### src/rtl/tdt_pkg.sv
// Shared types for the trigger delay and phase tagger.
// Assumes a 2-bit register address space.
package tdt_pkg;

    typedef enum logic [1:0] {
        ADDR_COARSE = 2'd0,
        ADDR_FINE   = 2'd1,
        ADDR_STAT   = 2'd2,
        ADDR_NONE   = 2'd3
    } tdt_addr_e;

    // Sticky error flags, bit 0 = overlap, bit 1 = tag lost.
    typedef struct packed {
        logic lost;
        logic ovl;
    } tdt_stat_t;

endpackage

### src/rtl/tdt_edge_sync.sv
// Multi-flop synchroniser followed by a rising-edge detector.
// Produces a single-cycle pulse per low-to-high change of async_in.
// Assumes async_in stays at each level for at least one clock period.
module tdt_edge_sync #(
    parameter int STAGES = 2
) (
    input  logic clk,
    input  logic rst_n,
    input  logic async_in,
    output logic rise_o
);

    logic [STAGES-1:0] chain;
    logic              last;

    // Shift the input through the synchroniser chain and keep the previous sample.
    always_ff @(posedge clk) begin
        if (!rst_n) begin
            chain <= '0;
            last  <= 1'b0;
        end else begin
            chain <= {chain[STAGES-2:0], async_in};
            last  <= chain[STAGES-1];
        end
    end

    // Rising edge of the synchronised level.
    assign rise_o = chain[STAGES-1] & ~last;

endmodule

### src/rtl/tdt_phase.sv
// Reference phase counter and phase tag capture.
// The counter gives the number of fast edges since the last reference rise.
// A tag is captured on an accepted trigger and held until acknowledged.
module tdt_phase #(
    parameter int PH_W = 3
) (
    input  logic            clk,
    input  logic            rst_n,
    input  logic            ref_rise,
    input  logic            trig_acc,
    input  logic            ack,
    output logic [PH_W-1:0] tag_o,
    output logic            valid_o,
    output logic            lost_o
);

    logic [PH_W-1:0] cnt;
    logic [PH_W-1:0] ph_now;
    logic            cap;

    // Phase of the current cycle: zero on a reference rise, else one more.
    assign ph_now = ref_rise ? '0 : cnt + PH_W'(1);
    assign cap    = trig_acc && (!valid_o || ack);
    assign lost_o = trig_acc && valid_o && !ack;

    // Free-running phase counter, realigned by the reference.
    always_ff @(posedge clk) begin
        if (!rst_n) cnt <= '0;
        else        cnt <= ph_now;
    end

    // Capture the tag on a trigger; hold it until the readout acknowledges.
    always_ff @(posedge clk) begin
        if (!rst_n) begin
            tag_o   <= '0;
            valid_o <= 1'b0;
        end else if (cap) begin
            tag_o   <= ph_now;
            valid_o <= 1'b1;
        end else if (ack) begin
            valid_o <= 1'b0;
        end
    end

endmodule

### src/rtl/tdt_coarse.sv
// Coarse delay counter. On start it latches the delay value and issues a
// one-cycle fire pulse after that many further cycles (zero: next cycle).
// Assumes start is only raised while busy_o is low.
module tdt_coarse #(
    parameter int DLY_W = 6
) (
    input  logic             clk,
    input  logic             rst_n,
    input  logic             start,
    input  logic [DLY_W-1:0] dly,
    output logic             busy_o,
    output logic             fire_o
);

    logic [DLY_W-1:0] cnt;
    logic [DLY_W-1:0] tgt;

    // Count up to the latched delay, then fire and go idle.
    always_ff @(posedge clk) begin
        if (!rst_n) begin
            cnt    <= '0;
            tgt    <= '0;
            busy_o <= 1'b0;
            fire_o <= 1'b0;
        end else begin
            fire_o <= 1'b0;
            if (busy_o) begin
                if (cnt == tgt) begin
                    busy_o <= 1'b0;
                    fire_o <= 1'b1;
                end else begin
                    cnt <= cnt + DLY_W'(1);
                end
            end else if (start) begin
                if (dly == '0) begin
                    fire_o <= 1'b1;
                end else begin
                    busy_o <= 1'b1;
                    cnt    <= DLY_W'(1);
                    tgt    <= dly;
                end
            end
        end
    end

endmodule

### src/rtl/tdt_regs.sv
// Register file: coarse delay, fine step and sticky status.
// Reads are combinational; writes take effect at the next edge.
module tdt_regs
    import tdt_pkg::*;
#(
    parameter int REG_W  = 16,
    parameter int DLY_W  = 6,
    parameter int FINE_W = 8
) (
    input  logic              clk,
    input  logic              rst_n,
    input  logic              we,
    input  logic [1:0]        addr,
    input  logic [REG_W-1:0]  wdata,
    output logic [REG_W-1:0]  rdata,
    input  logic              ovl_set,
    input  logic              lost_set,
    output logic [DLY_W-1:0]  coarse_o,
    output logic [FINE_W-1:0] fine_o,
    output tdt_stat_t         stat_o
);

    tdt_addr_e sel;
    logic      stat_wr;

    assign sel     = tdt_addr_e'(addr);
    assign stat_wr = we && (sel == ADDR_STAT);

    // Configuration registers.
    always_ff @(posedge clk) begin
        if (!rst_n) begin
            coarse_o <= '0;
            fine_o   <= '0;
        end else if (we) begin
            if (sel == ADDR_COARSE) coarse_o <= wdata[DLY_W-1:0];
            if (sel == ADDR_FINE)   fine_o   <= wdata[FINE_W-1:0];
        end
    end

    // Sticky flags: set wins over write-one-to-clear.
    always_ff @(posedge clk) begin
        if (!rst_n) begin
            stat_o <= '0;
        end else begin
            if (ovl_set)                    stat_o.ovl  <= 1'b1;
            else if (stat_wr && wdata[0])   stat_o.ovl  <= 1'b0;
            if (lost_set)                   stat_o.lost <= 1'b1;
            else if (stat_wr && wdata[1])   stat_o.lost <= 1'b0;
        end
    end

    // Read multiplexer with zero extension.
    always_comb begin
        rdata = '0;
        case (sel)
            ADDR_COARSE: rdata[DLY_W-1:0]  = coarse_o;
            ADDR_FINE:   rdata[FINE_W-1:0] = fine_o;
            ADDR_STAT:   rdata[1:0]        = stat_o;
            default:     rdata             = '0;
        endcase
    end

endmodule

### src/rtl/trig_delay_tagger.sv
// Trigger delay and phase tagger top level.
// Synchronises an asynchronous trigger and a sampled reference into the fast
// domain, delays the trigger by a programmable cycle count and tags it with
// its phase inside the reference period. Assumes the fast clock is eight
// times the reference, so a 3-bit tag covers one reference period.
module trig_delay_tagger #(
    parameter int REG_W   = 16,
    parameter int DLY_W   = 6,
    parameter int FINE_W  = 8,
    parameter int SYNC_N  = 2
) (
    input  logic              clk_fast,
    input  logic              rst_n,
    input  logic              trig_in,
    input  logic              ref_in,
    input  logic              tag_ack,
    input  logic              reg_we,
    input  logic [1:0]        reg_addr,
    input  logic [REG_W-1:0]  reg_wdata,
    output logic [REG_W-1:0]  reg_rdata,
    output logic              trig_out,
    output logic [2:0]        tag_out,
    output logic              tag_valid,
    output logic [FINE_W-1:0] fine_step
);

    import tdt_pkg::*;

    localparam int PH_W = 3;

    logic             trig_det;
    logic             ref_rise;
    logic             busy;
    logic             accept;
    logic             lost_pulse;
    logic [DLY_W-1:0] coarse;
    tdt_stat_t        stat;
    logic             ovl_flag;
    logic             lost_flag;

    // A trigger is only taken while no delay is counting.
    assign accept    = trig_det && !busy;
    assign ovl_flag  = stat.ovl;
    assign lost_flag = stat.lost;

    tdt_edge_sync #(.STAGES(SYNC_N)) u_trig_sync (
        .clk      (clk_fast),
        .rst_n    (rst_n),
        .async_in (trig_in),
        .rise_o   (trig_det)
    );

    tdt_edge_sync #(.STAGES(SYNC_N)) u_ref_sync (
        .clk      (clk_fast),
        .rst_n    (rst_n),
        .async_in (ref_in),
        .rise_o   (ref_rise)
    );

    tdt_phase #(.PH_W(PH_W)) u_phase (
        .clk      (clk_fast),
        .rst_n    (rst_n),
        .ref_rise (ref_rise),
        .trig_acc (accept),
        .ack      (tag_ack),
        .tag_o    (tag_out),
        .valid_o  (tag_valid),
        .lost_o   (lost_pulse)
    );

    tdt_coarse #(.DLY_W(DLY_W)) u_coarse (
        .clk    (clk_fast),
        .rst_n  (rst_n),
        .start  (accept),
        .dly    (coarse),
        .busy_o (busy),
        .fire_o (trig_out)
    );

    tdt_regs #(.REG_W(REG_W), .DLY_W(DLY_W), .FINE_W(FINE_W)) u_regs (
        .clk      (clk_fast),
        .rst_n    (rst_n),
        .we       (reg_we),
        .addr     (reg_addr),
        .wdata    (reg_wdata),
        .rdata    (reg_rdata),
        .ovl_set  (trig_det && busy),
        .lost_set (lost_pulse),
        .coarse_o (coarse),
        .fine_o   (fine_step),
        .stat_o   (stat)
    );

endmodule

### config.mk
export PLATFORM = sky130hd
export DESIGN_NAME = trig_delay_tagger
export DESIGN_NICKNAME = d
export VERILOG_FILES = /design/src/rtl/tdt_pkg.sv /design/src/rtl/tdt_edge_sync.sv /design/src/rtl/tdt_phase.sv /design/src/rtl/tdt_coarse.sv /design/src/rtl/tdt_regs.sv /design/src/rtl/trig_delay_tagger.sv
export SDC_FILE = /design/constraint.sdc
export NUM_CORES = 1
export LEC_CHECK = 0
export BUFFER_PORTS_ARGS = -buffer_cell sky130_fd_sc_hd__buf_2
export CAP_MARGIN = 20
export CORE_MARGIN = 4
export CORE_UTILIZATION = 47
export CTS_CLUSTER_SIZE = 12
export DETAILED_ROUTE_END_ITERATION = 12
export GPL_TIMING_DRIVEN = 0
export PLACE_DENSITY = 0.75
export SLEW_MARGIN = 5
export SYNTH_ARGS = -nofsm -noshare
export SYNTH_HDL_FRONTEND = slang
export SYNTH_SLANG_ARGS = --single-unit
### constraint.sdc
create_clock -name clk_fast -period 1.6 [get_ports clk_fast]
set_input_delay 0.32 -clock clk_fast [delete_from_list [all_inputs] [get_ports clk_fast]]
set_output_delay 0.32 -clock clk_fast [all_outputs]
set_load 0.005 [all_outputs]
==> qor.txt, run 1 <==
Place WS: -177 ps
Sequential area share after synthesis: 43.1%
Leak: 0.00114 uW
R2r startpoint: u_regs.coarse_o[5]$_SDFFE_PN0P_
Hold_ws: 224 ps
Multi-input logic area: 1100 um2
Layout fillers: 337
CTS Buf Count: 5
# IOs: 53
Placeable core region: 4060 um2
Reg power frac: 50.4%
First-pass GRT wire length: 7420 um
CP delay by family, top: simple AND/OR/NAND/NOR gates
FF/Latch Area: 873 um2
Worst Reg-to-Reg Cells: 6
Commonest cells after routing, fill and taps aside: 37 x dfxtp_1, 33 x buf_2, 26 x nand2_1
Yosys reg bits: 43
Most common cell after layout, fill and taps aside: dfxtp_1
R2R setup slack: -60 ps
Post-Synthesis Cells: 215
Final core utilization: 62.8%
RSZ-0062 raised after global routing: yes
Post-route setup slack: -63.6 ps
Number of antenna violations at the first check in global routing: 0
Clock share of power: 39.7%
Period utilization: 104%
Final Max Slew Viols: 0
Worst-case clock buffer depth: 2
Hold WC Path Type: in -> reg
Diodes inserted: 0
Switching share of power: 22.8%
Gpl congestion: 0.814
Failing checks: negative setup slack
Hold Path Sink: u_ref_sync.chain[0]$_SDFF_PN0_
Cells on Worst Hold Path: 2
Total grt overflow: 0
Largest net degree at the start of global routing: 14
I/O Buffers: 33
Synth Flop Type: dfxtp_1
Required time worst endpoint: 1820 ps
Nets: 298
Worst setup path class: reg -> reg
Area grow syn2layout: 27.4%
Share of layout cells above drive strength 1: 30.8%
Switching power: 505 uW
Post-synth ARST share: 0%
Worst slew margin: 58.6%
DR vias: 1700
Total global-route track usage: 17.9%
Reg clk slew, reported paths: 80 ps
Buf/Inv on CP: 2
Post-DP Area: 2250 um2
Largest stage delay, worst path: 550 ps
Reg-to-Reg End: u_coarse.cnt[2]$_SDFFE_PN0P_
Root buf cell: clkbuf_8
DIE AREA: 5360 um2
Die Wd: 73.2 um
Maxcap violations: 0
Finished Cell Area: 2550 um2
Initial Utilization: 49.2%
Std cell rows: 23
Critical-path cell list: or4_4 -> o31ai_4 -> buf_6 -> buf_12 -> a32oi_1 -> o22ai_1
Clock net sink count: 43
Slew @ Worst Pin: 619 ps
Cell Area, Synth: 2000 um2
Antenna Nets Post-Route: 0
Worst Skew: 4.95 ps
PwrDens: 871 nW/um2
P_int: 1710 uW
FMAX: 601 MHz
Yosys cell types: 41
1st-iter DRT viols: 112
Vias/cell: 5.26
First-pass detailed-route iteration total: 4
Max rail drop VDD: 0.000713 V
Avg WL per Cell: 13.8 um
Combinational share of power: 9.9%
Crit path capture type: register
Final wirelength: 4450 um
Post-synth EDFFs: 0
DRC: 0
H-tree depth: 2
CP startpoint kind: register
Cell at the slowest stage of the critical path: or4_4
Syn avg cell area: 9.29 um2
Fin. Hold Viols: 0
Yosys Warn Count: 0
HP Start: ref_in
CTS tree: built
Clk Latency, worst-skew pair: 300 ps
Final min period: 1660 ps
Number of global-route vias before repair: 1580
CP Max Fanout: 6
Status: complete, but fails checks
Setup violators final: 6
Die height: 73.2 um
Arrival @ worst endpoint: 1880 ps
[layer usage]
layer | GRT usage (%) | part of all wire [%]
met1 | 23.4 | 46
met2 | 27.7 | 46
met3 | 4.41 | 6.4
met4 | 7.79 | 1.1
met5 | 0 | 0
[synth_stat cells (3+ instances only)]
| library cell | n | share of area, % |
|---|---|---|
| and2_1 | 10 | 3.1 |
| a22oi_1 | 3 | 1.1 |
| a21boi_0 | 8 | 3.0 |
| buf_4 | 8 | 3.0 |
| clkbuf_1 | 9 | 1.7 |
| nand3_1 | 13 | 3.3 |
| nor2b_1 | 16 | 5.0 |
| nand2b_1 | 3 | 0.94 |
| mux2i_1 | 15 | 7.5 |
| a32oi_1 | 4 | 1.8 |
| a21boi_1 | 5 | 1.9 |
| xor2_1 | 6 | 2.6 |
| inv_1 | 3 | 0.56 |
| and3_1 | 3 | 0.94 |
| dfxtp_1 | 43 | 43 |
| nor2_1 | 8 | 1.5 |
| nand2_1 | 26 | 4.9 |
[worst reg2reg max path: stages (launching register included)]
cell and delay [ps]:
dfxtp_2 320, or4_4 550, o31ai_4 220, buf_6 170
buf_12 110, a32oi_1 80, o22ai_1 140
[flip-flops by register name, summed over array words and instances (netlist names), 2 cells and up]
| name | flops |
|---|---|
| u_regs.coarse_o | 6 |
| u_coarse.tgt | 6 |
| u_regs.fine_o | 8 |
| u_ref_sync.chain | 2 |
| u_coarse.cnt | 6 |
| u_phase.cnt | 3 |
| u_trig_sync.chain | 2 |
| u_regs.stat_o | 2 |
| u_phase.tag_o | 3 |
[how the worst max path moves through the flow]
stage,endpoint,startpoint,cells after the start
after detailed placement,reg_rdata[7],reg_addr[0],5
final,u_coarse.cnt[2]$_SDFFE_PN0P_,u_regs.coarse_o[5]$_SDFFE_PN0P_,6
after CTS,u_coarse.fire_o$_SDFF_PN0_,u_regs.coarse_o[5]$_SDFFE_PN0P_,4
after global placement,reg_rdata[7],reg_addr[0],5
after floorplan,u_coarse.cnt[0]$_SDFFE_PN0P_,u_regs.coarse_o[5]$_SDFFE_PN0P_,5
after global routing,u_coarse.cnt[3]$_SDFFE_PN0P_,u_regs.coarse_o[5]$_SDFFE_PN0P_,6
[metrics by stage]
step / TNS, ps / total power, uW / std cells
final: -288 / 2220 / 323
after global routing: -842 / 2310 / 323
after CTS: -237 / 2230 / 321
after detailed placement: -1140 / 1350 / 305
after global placement: -894 / 1340 / 305
after floorplan: -14.2 / 1280 / 222
[final cells by class]
cell class	instances	area share (%)
clock inverter	2	1.38
timing repair buffer	43	9.93
inverter	3	0.442
buffer	20	4.96
tap	50	2.46
multi-input combinational	156	43.3
clock buffer	6	3.24
sequential	43	34.3
[power groups by stage]
stage	Sequential (uW)	Clock, uW	Combinational, uW
after detailed placement	1150	0	198
after global routing	1120	943	245
final	1120	880	219
after floorplan	1140	0	137
after global placement	1150	0	194
after CTS	1120	891	215
[what timing repair did]
action	CTS	global route
gates resized for setup	17	10
pin swaps	6	5
setup endpoints to repair	10	17
hold buffers	0	0
buffers inserted	8	2
[cell families (layout without fill, tap and decap cells)]
kind of cell             count (synthesis)  after routing  synth area share, %
flip-flops                              43             43                 43.1
XOR/XNOR                                 7              7                 3.07
AND/OR/NAND/NOR                         87             87                 23.6
buffers and inverters                   23             74                 6.32
multiplexers                            15             15                 7.51
other                                    1              8                0.188
AO/OA/AOI/OAI                           37             37                 15.0
adder cells (fa/ha/maj)                  2              2                 1.25
Note: power is estimated with default switching activity, not from simulation.
==> inputs of run 2 (changes only) <==
--- a/config.mk
+++ b/config.mk
@@ -5,14 +5,14 @@
 export SDC_FILE = /design/constraint.sdc
 export NUM_CORES = 1
 export LEC_CHECK = 0
-export BUFFER_PORTS_ARGS = -buffer_cell sky130_fd_sc_hd__buf_2
 export CAP_MARGIN = 20
 export CORE_MARGIN = 4
-export CORE_UTILIZATION = 47
+export CORE_UTILIZATION = 52
 export CTS_CLUSTER_SIZE = 12
 export DETAILED_ROUTE_END_ITERATION = 12
+export DONT_BUFFER_PORTS = 1
 export GPL_TIMING_DRIVEN = 0
-export PLACE_DENSITY = 0.75
+export PLACE_DENSITY = 0.7
 export SLEW_MARGIN = 5
 export SYNTH_ARGS = -nofsm -noshare
 export SYNTH_HDL_FRONTEND = slang
==> run 2 against run 1 <==
Against the previous run:
- the run still ends with negative setup slack left
- critical path type unchanged
- critical path depth fell by 2
- utilization rose by 0.89 points
- first-iteration DRC count fell by 18%
- combinational power fell by 15%
- global-route usage rose by 0.52 points
- count of clock-buffer cells in the layout rose by 2
- setup slack improved by 2.3 ps
- register-to-register slack barely moved
- sequential power barely moved
- largest cell class unchanged
- maximum frequency rose by 0.14%
- largest power group unchanged
- clock skew fell by 1.7 ps
- die area fell by 8.6%
==> qor.txt, run 2 (synthesis gave the netlist of run 1 again) <==
Leak: 0.000961 uW
Clk Latency, worst-skew pair: 290 ps
Layout fillers: 344
Post-DP HPWL: 3020 um
Reg clk slew, reported paths: 80 ps
Std cell rows: 22
Crit path capture type: register
Largest net degree at the start of global routing: 13
Placed Cells: 270
# IOs: 53
Largest stage delay, worst path: 540 ps
Clock net sink count: 43
Nets: 265
Total grt overflow: 0
Final min period: 1660 ps
DR vias: 1509
Post-route setup slack: -61.3 ps
RSZ-0062 raised after global routing: yes
Diodes inserted: 0
Failing checks: negative setup slack
Area grow syn2layout: 17.5%
Cell at the slowest stage of the critical path: or4_4
Hold_ws: 149 ps
CTS tree: built
Root buf cell: clkbuf_8
Antenna Nets Post-Route: 0
Number of global-route vias before repair: 1530
Die Wd: 70.0 um
Fin cells: 288
Stages on the worst setup path: 4
Final wirelength: 4240 um
CP Max Fanout: 2
Final Max Slew Viols: 0
Max rail drop VDD: 0.000539 V
Gpl congestion: 0.827
Initial Utilization: 54.2%
Vias/cell: 5.24
Worst slew margin: 57.5%
First-pass detailed-route iteration total: 4
Die height: 70.0 um
Worst Reg-to-Reg Cells: 4
Placeable core region: 3690 um2
Hold WC Path Type: in -> reg
Commonest cells after routing, fill and taps aside: 35 x dfxtp_1, 26 x nand2_1, 18 x buf_4
FMAX: 602 MHz
First-pass GRT wire length: 7220 um
Final core utilization: 63.6%
Critical-path cell list: or4_4 -> or4b_1 -> o31ai_1 -> and2_1
Share of layout cells above drive strength 1: 20.8%
Maxcap violations: 0
Most common cell after layout, fill and taps aside: dfxtp_1
Setup violators final: 6
I/O Buffers: 0
Required time worst endpoint: 1840 ps
Tot Pwr: 2050 uW
Status: complete, but fails checks
Finished Cell Area: 2350 um2
CTS Buf Count: 5
Arrival @ worst endpoint: 1900 ps
Number of antenna violations at the first check in global routing: 0
Post-DP Area: 2080 um2
Fin. Hold Viols: 0
Slew @ Worst Pin: 635 ps
CP startpoint kind: register
Most flop-heavy register: u_regs.fine_o
Avg WL per Cell: 14.7 um
DIE AREA: 4900 um2
Worst Skew: 3.28 ps
PwrDens: 875 nW/um2
H-tree depth: 2
Worst setup path class: reg -> reg
Period utilization: 104%
Buf/Inv on CP: 0
Total global-route track usage: 18.4%
1st-iter DRT viols: 92
Worst-case clock buffer depth: 2
Cells on Worst Hold Path: 1
CP delay by family, top: simple AND/OR/NAND/NOR gates
Max FFs per register: 8
DRC: 0
## run 2: cell types whose count changed in the layout (fill, tap and decap cells not counted), moves of 2 or more
cell and delta:
clkbuf_1 +2, dfxtp_1 -2, buf_2 -32, dfxtp_2 +2, clkbuf_4 -2
## run 2: final cells by class
cell class	count	area, um2	area share, %
multi-input combinational	156	1090	46.5
timing repair buffer	10	87.6	3.73
tap	48	60.1	2.56
clock buffer	8	100	4.26
sequential	43	876	37.3
buffer	20	120	5.12
inverter	3	11.3	0.480
## run 2: through the flow
step                      TNS [ps]  worst slack [ps]
after global placement        -853              -128
after floorplan              -14.2             -14.2
final                         -274             -61.3
after CTS                     -174             -57.9
after detailed placement     -1070              -151
after global routing          -884              -104
## run 2: per-layer routing
layer | up-vias | GRT usage (%) | wire [um]
li1 | 775 | - | -
met1 | 682 | 23.2 | 1880
met2 | 43 | 29.8 | 2030
met3 | 9 | 5.18 | 244
met4 | 0 | 6.81 | 90
met5 | - | 0 | 0
## run 2: worst paths after layout
kind                                    endpoint  slack [ps]                       startpoint
setup / recovery      u_coarse.fire_o$_SDFF_PN0_         -60  u_regs.coarse_o[5]$_SDFFE_PN0P_
hold / removal    u_ref_sync.chain[0]$_SDFF_PN0_         150                           ref_in
setup reg to reg      u_coarse.fire_o$_SDFF_PN0_         -60  u_regs.coarse_o[5]$_SDFFE_PN0P_
hold reg to reg   u_ref_sync.chain[1]$_SDFF_PN0_         430   u_ref_sync.chain[0]$_SDFF_PN0_
## run 2: where the power goes
| part | internal [uW] | switching [uW] |
|---|---|---|
| clock network | 394 | 353 |
| registers | 1100 | 23.1 |
| logic | 90.4 | 95.2 |
| total | 1580 | 472 |
## run 2: worst reg2reg max path, stage by stage, from the launching register on
cell and delay (ps):
dfxtp_2 320, or4_4 540, or4b_1 520, o31ai_1 90, and2_1 140
## run 2: timing repair
item	in CTS	in global routing
pin swaps	6	5
gates resized for setup	15	8
hold buffers	0	0
endpoints found under the setup margin	10	14
setup buffers	9	1
==> inputs of run 3 (changes only) <==
--- a/config.mk
+++ b/config.mk
@@ -6,7 +6,6 @@
 export NUM_CORES = 1
 export LEC_CHECK = 0
 export CAP_MARGIN = 20
-export CORE_MARGIN = 4
 export CORE_UTILIZATION = 52
 export CTS_CLUSTER_SIZE = 12
 export DETAILED_ROUTE_END_ITERATION = 12
==> run 3 against run 2 <==
Against the previous run:
- largest cell class unchanged
- sequential power is essentially flat
- the flow still finishes with violations (negative setup slack)
- combinational power barely moved
- utilization down 0.31 points
- count of clock-buffer cells in the layout decreased by 2
- non-clock buffer count stayed put
==> qor.txt, run 3 (synthesis gave the netlist of run 1 again) <==
Status: complete, but fails checks
Failing checks: negative setup slack
I/O Buffers: 0
Gpl congestion: 0.844
Diodes inserted: 0
FMAX: 599 MHz
Share of layout cells above drive strength 1: 19.6%
DR vias: 1540
CP Max Fanout: 5
Final min period: 1670 ps
DRC: 0
CP startpoint kind: register
Slew @ Worst Pin: 620 ps
Final wirelength: 4130 um
Clk Latency, worst-skew pair: 300 ps
CTS tree: built
Required time worst endpoint: 1800 ps
HP Start: trig_in
Vias/cell: 5.35
Largest net degree at the start of global routing: 14
FF/Latch Area: 875 um2
Worst setup path class: reg -> reg
Die height: 64.0 um
RSZ-0062 raised after global routing: yes
Total grt overflow: 0
Worst-case clock buffer depth: 2
Arrival @ worst endpoint: 1870 ps
Number of antenna violations at the first check in global routing: 0
PwrDens: 856 nW/um2
Setup violators final: 9
First-pass detailed-route iteration total: 4
Multi-input logic area: 1090 um2
Clock net sink count: 43
CTS Buf Count: 5
Most common cell after layout, fill and taps aside: dfxtp_1
# IOs: 53
Setup_tns: -362 ps
Worst Reg-to-Reg Cells: 5
Layout fillers: 329
Cells on Worst Hold Path: 1
DIE AREA: 4090 um2
Most flop-heavy register: u_regs.fine_o
Max rail drop VDD: 0.000617 V
Root buf cell: clkbuf_8
Period utilization: 104%
R2r startpoint: u_regs.coarse_o[5]$_SDFFE_PN0P_
Fin cells: 288
Total global-route track usage: 22.8%
Placed Cells: 270
Post-route setup slack: -69.7 ps
Avg WL per Cell: 14.3 um
Placeable core region: 3660 um2
Crit path launch: u_regs.coarse_o[5]$_SDFFE_PN0P_
First-pass GRT wire length: 7130 um
Reg clk slew, reported paths: 80 ps
Worst Skew: 8.28 ps
H-tree depth: 2
Number of global-route vias before repair: 1527
Maxcap violations: 0
Commonest cells after routing, fill and taps aside: 36 x dfxtp_1, 26 x nand2_1, 16 x nor2b_1, 16 x buf_4, 15 x mux2i_1
Worst slew margin: 58.5%
Final Max Slew Viols: 0
Antenna Nets Post-Route: 0
1st-iter DRT viols: 104
Initial Utilization: 54.6%
Std cell rows: 22
Max FFs per register: 8
Hold WC Path Type: in -> reg
Crit path capture type: register
Leak: 0.000940 uW
Die Wd: 64.0 um
Area grow syn2layout: 16.0%
Fin. Hold Viols: 0
Post-DP HPWL: 2840 um
Nets: 265
## run 3: power breakdown
part           switching (uW)  total, uW  internal (uW)
registers                23.9       1120           1100
logic                    94.7        183           88.4
clock network             374        679            305
## run 3: worst max-delay path: stages (launching register included)
cell     delay, ps
dfxtp_2        330
or4_4          550
o31ai_4        240
buf_6          170
nand3_4         70
o211a_1        220
## run 3: cell type report
type,count,share of cell area (%)
timing repair buffer,10,3.29
multi-input combinational,156,47.1
clock inverter,2,0.540
clock buffer,6,3.13
sequential,43,37.7
buffer,20,5.13
inverter,3,0.486
tap,48,2.59
## run 3: final timing paths
check	slack, ps	to
hold reg to reg	430	u_ref_sync.chain[1]$_SDFF_PN0_
setup reg to reg	-70	u_coarse.cnt[0]$_SDFFE_PN0P_
hold / removal	150	u_trig_sync.chain[0]$_SDFF_PN0_
setup / recovery	-70	u_coarse.cnt[0]$_SDFFE_PN0P_
## run 3: routing by layer
metal	share of wire (%)	routed length [um]	GRT usage (%)
met1	46	1900	27.0
met2	46	1910	38.2
met3	5.9	242	6.43
met4	1.7	70	10.2
met5	0	0	0
## run 3: timing repair
item / CTS / global route
setup buffers: 8 / 1
pin swaps: 8 / 1
resized for setup: 17 / 2
endpoints found under the setup margin: 10 / 13
hold buffers: 0 / 0
gates cloned: 1 / 0
## run 3: through the flow
step	hold slack, ps	total power, uW	instance area, um2	utilization, %	setup slack, ps
final	152	1980	2320	63.3	-69.7
after detailed placement	418	1310	2080	56.9	-147
after global routing	145	2070	2320	63.3	-120
after CTS	148	2000	2310	63.0	-68.7
after global placement	417	1310	2080	56.9	-150
after floorplan	412	1280	2020	-	-14.2
